===== src/rtl/regbank_pkg.sv =====
// Shared types for the operand register bank.
package regbank_pkg;
    // Read phase of the shared-port sequencer.
    typedef enum logic {
        PH_IDLE   = 1'b0,
        PH_SECOND = 1'b1
    } fetch_ph_e;
endpackage


===== src/rtl/regbank_store.sv =====
// Register storage with one write port and NUM_RD combinational read ports.
// Assumes NUM_REGS is a power of two. Index bits above log2(NUM_REGS) are
// dropped, so wider indices alias. Effective index 0 reads as zero, and
// writes to it are discarded. Contents are not reset.
module regbank_store #(
    parameter int DATA_W   = 32,
    parameter int IDX_W    = 5,
    parameter int NUM_REGS = 32,
    parameter int NUM_RD   = 2
) (
    input  logic                           clk,
    input  logic                           wr_en,
    input  logic [IDX_W-1:0]               wr_idx,
    input  logic [DATA_W-1:0]              wr_data,
    input  logic [NUM_RD-1:0][IDX_W-1:0]   rd_idx,
    output logic [NUM_RD-1:0][DATA_W-1:0]  rd_data
);
    localparam int SEL_W = $clog2(NUM_REGS);

    logic [DATA_W-1:0] mem [NUM_REGS];
    logic [SEL_W-1:0]  wr_sel;

    assign wr_sel = SEL_W'(wr_idx % NUM_REGS);

    // Store the write data unless the target is the zero register.
    always_ff @(posedge clk) begin
        if (wr_en && wr_sel != '0) begin
            mem[wr_sel] <= wr_data;
        end
    end

    // One read mux per port, with the zero register forced to zero.
    for (genvar g = 0; g < NUM_RD; g++) begin : g_rd
        logic [SEL_W-1:0] rd_sel;
        assign rd_sel     = SEL_W'(rd_idx[g] % NUM_REGS);
        assign rd_data[g] = (rd_sel == '0) ? '0 : mem[rd_sel];
    end
endmodule


===== src/rtl/regbank_seq.sv =====
// Operand fetch sequencer. DUAL=1 captures both operands at the request edge.
// DUAL=0 time-shares one read port: first operand at the request edge,
// second operand one edge later. Assumes no request arrives while the
// second read is pending.
module regbank_seq
    import regbank_pkg::*;
#(
    parameter int DATA_W = 32,
    parameter int IDX_W  = 5,
    parameter bit DUAL   = 1'b1,
    localparam int NUM_RD = DUAL ? 2 : 1
) (
    input  logic                           clk,
    input  logic                           rst_n,
    input  logic                           fetch_req,
    input  logic [IDX_W-1:0]               fetch_ra,
    input  logic [IDX_W-1:0]               fetch_rb,
    output logic [NUM_RD-1:0][IDX_W-1:0]   rd_idx,
    input  logic [NUM_RD-1:0][DATA_W-1:0]  rd_data,
    output logic                           opnd_valid,
    output logic [DATA_W-1:0]              opnd_a,
    output logic [DATA_W-1:0]              opnd_b
);
    if (DUAL) begin : g_dual
        assign rd_idx[0] = fetch_ra;
        assign rd_idx[1] = fetch_rb;

        // Capture both operands at the request edge and pulse valid once.
        always_ff @(posedge clk) begin
            if (!rst_n) begin
                opnd_valid <= 1'b0;
                opnd_a     <= '0;
                opnd_b     <= '0;
            end else begin
                opnd_valid <= fetch_req;
                if (fetch_req) begin
                    opnd_a <= rd_data[0];
                    opnd_b <= rd_data[1];
                end
            end
        end

        assert_dual_latency_R1: assert property (@(posedge clk) disable iff (!rst_n)
            fetch_req |=> opnd_valid);
    end else begin : g_single
        fetch_ph_e        ph;
        logic [IDX_W-1:0] pend_rb;

        assign rd_idx[0] = (ph == PH_SECOND) ? pend_rb : fetch_ra;

        // Step through the two reads on the shared port and pulse valid at the end.
        always_ff @(posedge clk) begin
            if (!rst_n) begin
                ph         <= PH_IDLE;
                pend_rb    <= '0;
                opnd_valid <= 1'b0;
                opnd_a     <= '0;
                opnd_b     <= '0;
            end else if (ph == PH_SECOND) begin
                opnd_b     <= rd_data[0];
                opnd_valid <= 1'b1;
                ph         <= PH_IDLE;
            end else begin
                opnd_valid <= 1'b0;
                if (fetch_req) begin
                    opnd_a  <= rd_data[0];
                    pend_rb <= fetch_rb;
                    ph      <= PH_SECOND;
                end
            end
        end

        assert_single_latency_R2: assert property (@(posedge clk) disable iff (!rst_n)
            fetch_req |=> !opnd_valid ##1 opnd_valid);
        assert_no_req_busy_R2: assert property (@(posedge clk) disable iff (!rst_n)
            (ph == PH_SECOND) |-> !fetch_req);
    end
endmodule


===== src/rtl/opnd_regbank.sv =====
// Top of the operand register bank: storage plus fetch sequencer.
// DUAL_READ picks two read ports or one shared port. FULL_SET picks
// 2**IDX_W registers or half as many, with the top index bit ignored.
module opnd_regbank #(
    parameter bit DUAL_READ = 1'b1,
    parameter bit FULL_SET  = 1'b1,
    parameter int DATA_W    = 32,
    parameter int IDX_W     = 5
) (
    input  logic              clk,
    input  logic              rst_n,
    input  logic              fetch_req,
    input  logic [IDX_W-1:0]  fetch_ra,
    input  logic [IDX_W-1:0]  fetch_rb,
    output logic              opnd_valid,
    output logic [DATA_W-1:0] opnd_a,
    output logic [DATA_W-1:0] opnd_b,
    input  logic              wr_en,
    input  logic [IDX_W-1:0]  wr_idx,
    input  logic [DATA_W-1:0] wr_data
);
    localparam int NUM_REGS = FULL_SET ? (2 ** IDX_W) : (2 ** (IDX_W - 1));
    localparam int NUM_RD   = DUAL_READ ? 2 : 1;

    logic [NUM_RD-1:0][IDX_W-1:0]  rd_idx;
    logic [NUM_RD-1:0][DATA_W-1:0] rd_data;

    regbank_store #(
        .DATA_W   (DATA_W),
        .IDX_W    (IDX_W),
        .NUM_REGS (NUM_REGS),
        .NUM_RD   (NUM_RD)
    ) u_store (
        .clk     (clk),
        .wr_en   (wr_en),
        .wr_idx  (wr_idx),
        .wr_data (wr_data),
        .rd_idx  (rd_idx),
        .rd_data (rd_data)
    );

    regbank_seq #(
        .DATA_W (DATA_W),
        .IDX_W  (IDX_W),
        .DUAL   (DUAL_READ)
    ) u_seq (
        .clk        (clk),
        .rst_n      (rst_n),
        .fetch_req  (fetch_req),
        .fetch_ra   (fetch_ra),
        .fetch_rb   (fetch_rb),
        .rd_idx     (rd_idx),
        .rd_data    (rd_data),
        .opnd_valid (opnd_valid),
        .opnd_a     (opnd_a),
        .opnd_b     (opnd_b)
    );

    assert_zero_reg_R4: assert property (@(posedge clk) disable iff (!rst_n)
        (fetch_req && (fetch_ra % NUM_REGS) == 0) |=> (opnd_a == '0));
    assert_hold_a_R3: assert property (@(posedge clk) disable iff (!rst_n)
        !fetch_req |=> $stable(opnd_a));
    assert_reset_clear_R9: assert property (@(posedge clk)
        !rst_n |=> (!opnd_valid && opnd_a == '0 && opnd_b == '0));
endmodule


===== config.mk =====
export PLATFORM = sky130hd
export DESIGN_NAME = opnd_regbank
export DESIGN_NICKNAME = d
export VERILOG_FILES = /design/src/rtl/regbank_pkg.sv /design/src/rtl/regbank_store.sv /design/src/rtl/regbank_seq.sv /design/src/rtl/opnd_regbank.sv
export SDC_FILE = /design/constraint.sdc
export NUM_CORES = 1
export LEC_CHECK = 0
export BUFFER_PORTS_ARGS = -buffer_cell sky130_fd_sc_hd__buf_2
export CAP_MARGIN = 10
export CORE_MARGIN = 2
export CORE_UTILIZATION = 50
export DETAILED_ROUTE_END_ITERATION = 10
export GPL_TIMING_DRIVEN = 0
export HOLD_SLACK_MARGIN = 0.1
export PLACE_DENSITY = 0.75
export SLEW_MARGIN = 10
export SYNTH_ARGS = -nofsm -noshare
export SYNTH_HDL_FRONTEND = slang
export SYNTH_SLANG_ARGS = --single-unit
export TNS_END_PERCENT = 100

===== constraint.sdc =====
create_clock -name clk -period 3.6 [get_ports clk]
set_input_delay 0.36 -clock clk [delete_from_list [all_inputs] [get_ports clk]]
set_output_delay 0.36 -clock clk [all_outputs]
set_load 0.01 [all_outputs]

==> metrics.cfg <==
[run_status]
run_status = complete, no violations

[logic_synthesis]
syn_inst = 2794
post_synthesis_sequential_element_count = 1089
netlist.area_leader.share_pct = 61.5
synth_sequential_area_ratio_pct = 64.1
synth-warning-count = 0
synth_edf_count = 1024
synth-main-ff-cell = edfxtp_1
yosys-top-cells-area = edfxtp_1 (61%), mux4_2 (16%), mux2i_1 (7.5%)
synth_top_cell_by_area = edfxtp_1
syn-cell-area_um2 = 50000
synth.lib_cells_used.distinct = 40
asyncSetResetFlopFracSynth_pct = 0
postSynthAreaPerCell_um2 = 17.9

[finish]
nFillCells = 7287
layout.cells.most_common_list = edfxtp_1 (1024), mux2i_1 (374), mux4_2 (352)
finalCoreUtilization_pct = 57.2
instances_no_fill = 4475
synthToLayoutAreaGrowth_pct = 14.0
area_taken_by_flip_flops_and_latches_um2 = 32100
post_route_cells_drive_above_1_share_pct = 26.8
most_common_library_cell_in_the_layout_ignoring_fill_and_taps = edfxtp_1
fin_nets = 3130
multiInputGateArea_um2 = 17300

[grt]
grt_pass1_wl_um = 240000
grt_util_all_layers_pct = 33.7
grt_pass1_vias = 31600
grt_start_max_net_pins = 33
global_route.overflow_total = 0
antenna_violations_before_repair = 15

[floorplan]
chipWidth_um = 320
rows = 116
die_footprint_um2 = 103000
die_h_um = 320
start_util_pct = 50.2
boundaryPins = 116
placeableCoreArea_um2 = 99700

[sta]
period_share_pct = 93.1
unrepaired_setup_endpoints_after_global_routing = false
timing_max_transition_violations_final = 0
tightest_slew_ps = 1330
finalHoldWorstSlack_ps = 199
timing.max_slew.rel_slack_pct = 9.15
report.final.hold_viol_count = 0
finalClockSkew_ps = 25.4
final_report_setup_violation_count = 0
final.setup.tns_ps = 0
post-route-min-period_ps = 3350
max_clock_freq_mhz = 298

[worst_setup_path]
critical_path.slowest_cell = a2111oi_0
worst-path-max-fanout = 10
critPathArrivalTime_ps = 3880
worst-endpoint-required_ps = 4130
cp_common_cell = buf_2
critical-path-top-delay-family = buffers and inverters
crit_path_cell_trace = buf_2 > buf_4 > buf_2 > clkbuf_1 > mux2i_1 > o22ai_1 > a2111oi_0 > nor4_1
timing.critical_path.buf_inv = 4
cp-end-kind = flip-flop
timing_worst_setup_path_type = in2reg
crit_path_max_incr_delay_ps = 1160
crit_start_category = input pin

[clock_network]
numClockSinks = 1089
post_cts_resize_count = 0
clk_pin_slew_ps = 60
total_clock_buffers_created_by_cts = 107
clockRootBuffer = clkbuf_16
htree_levels = 3
tritoncts_clock_tree = built
clock_path_buffers = 3
clock_latency_ps = 710

[drt]
drt_drc_violations_left = 0
detail_route.vias_per_cell = 7.21
detail_route.iter0.violations = 5618
vias = 32300
finalWirelength_um = 174000
avgRoutedWirePerCell_um = 39.0
number_of_optimization_iterations_in_the_first_detailed_route_pass = 6
antenna_left = 0

[power]
leakagePower_nw = 18.8
peakVddDrop_mv = 0.447
power_density_nw_per_um2 = 505

[placed_design]
place_inst = 4266
detailedPlacementHpwl_um = 124000
gpl.final_weighted_congestion = 1.00
portBuffers = 111

[flow_run]
timing.max_cap.violations = 0

[hold_path]
hold_path_class = in2reg

-- Yosys cell counts (26+ instances only) --
| master | count |
|---|---|
| mux4_2 | 352 |
| a211oi_1 | 49 |
| a2111oi_0 | 56 |
| a21oi_1 | 36 |
| a22oi_1 | 128 |
| nor4_1 | 32 |
| nor2_1 | 35 |
| dfxtp_1 | 65 |
| buf_2 | 79 |
| o21ai_0 | 32 |
| and2_1 | 43 |
| o311ai_0 | 32 |
| clkbuf_1 | 128 |
| nand2b_1 | 26 |
| edfxtp_1 | 1024 |
| nor2b_1 | 94 |
| mux2i_1 | 374 |
| or2_2 | 33 |
-- layout make-up --
cell class                 count  share of cell area [%]
antenna                        3                  0.0132
buffer                       228                    1.79
clock buffer                 157                    5.34
clock inverter                47                    1.20
multi-input combinational   1508                    30.4
sequential                  1089                    56.2
tap                         1298                    2.85
timing repair buffer         145                    2.25
-- through the flow --
stage / cell area (µm²) / setup WS [ps] / power [W]
3_5_place_dp: 53300 / -349 / 0.0170
6_report: 57100 / 247 / 0.0288
3_3_place_gp: 52300 / -1290 / 0.0169
2_1_floorplan: 50100 / 820 / 0.0158
5_1_grt: 57000 / 372 / 0.0293
4_1_cts: 57000 / 355 / 0.0287
-- logic make-up (layout without fill, tap and decap cells) --
group                  after synthesis  in the layout  share of synthesized area, %
flip-flops                        1089           1089                          64.1
multiplexers                       751            751                          23.9
AO/OA/AOI/OAI                      423            423                          6.38
AND/OR/NAND/NOR                    302            302                          3.62
buffers and inverters              228            577                          2.04
other                                1             35                       0.00750
-- registers in the layout (all words and copies together), names as in the netlist --
| name | flops |
|---|---|
| u_seq.opnd_valid | 1 |
| u_seq.opnd_a | 32 |
| u_seq.opnd_b | 32 |
| u_store.mem | 1024 |
-- power by group --
| group | switching, W | leakage, nW | internal [W] |
|---|---|---|---|
| clock network | 0.00495 | 1.81 | 0.00703 |
| logic | 0.00169 | 7.20 | 0.000916 |
| registers | 0.000169 | 9.79 | 0.0141 |
-- final timing paths --
check / from / end / slack, ps / cells past startpoint
worst max-delay path: fetch_ra[1] / u_seq.opnd_a[17] / 250 / 8
worst min-delay path: fetch_req / u_seq.opnd_valid / 200 / 2
worst max register to register: u_store.mem[27][9] / u_seq.opnd_a[9] / 970 / 4
worst min register to register: u_seq.opnd_b[16] / u_seq.opnd_b[16] / 570 / 2
-- layer usage --
| metal | vias to the layer above | wire length [µm] | GRT usage [%] |
|---|---|---|---|
| met5 | - | 160 | 0.567 |
| met4 | 16 | 9140 | 15.5 |
| met3 | 559 | 25600 | 11.0 |
| met2 | 2835 | 79700 | 51.7 |
| met1 | 16500 | 59800 | 43.8 |
| li1 | 12400 | - | - |
-- timing repair --
action,CTS,global route
setup buffers,0,0
hold endpoints to repair,2,0
hold buffers,1,0
Power figures use the tool's default switching activity.
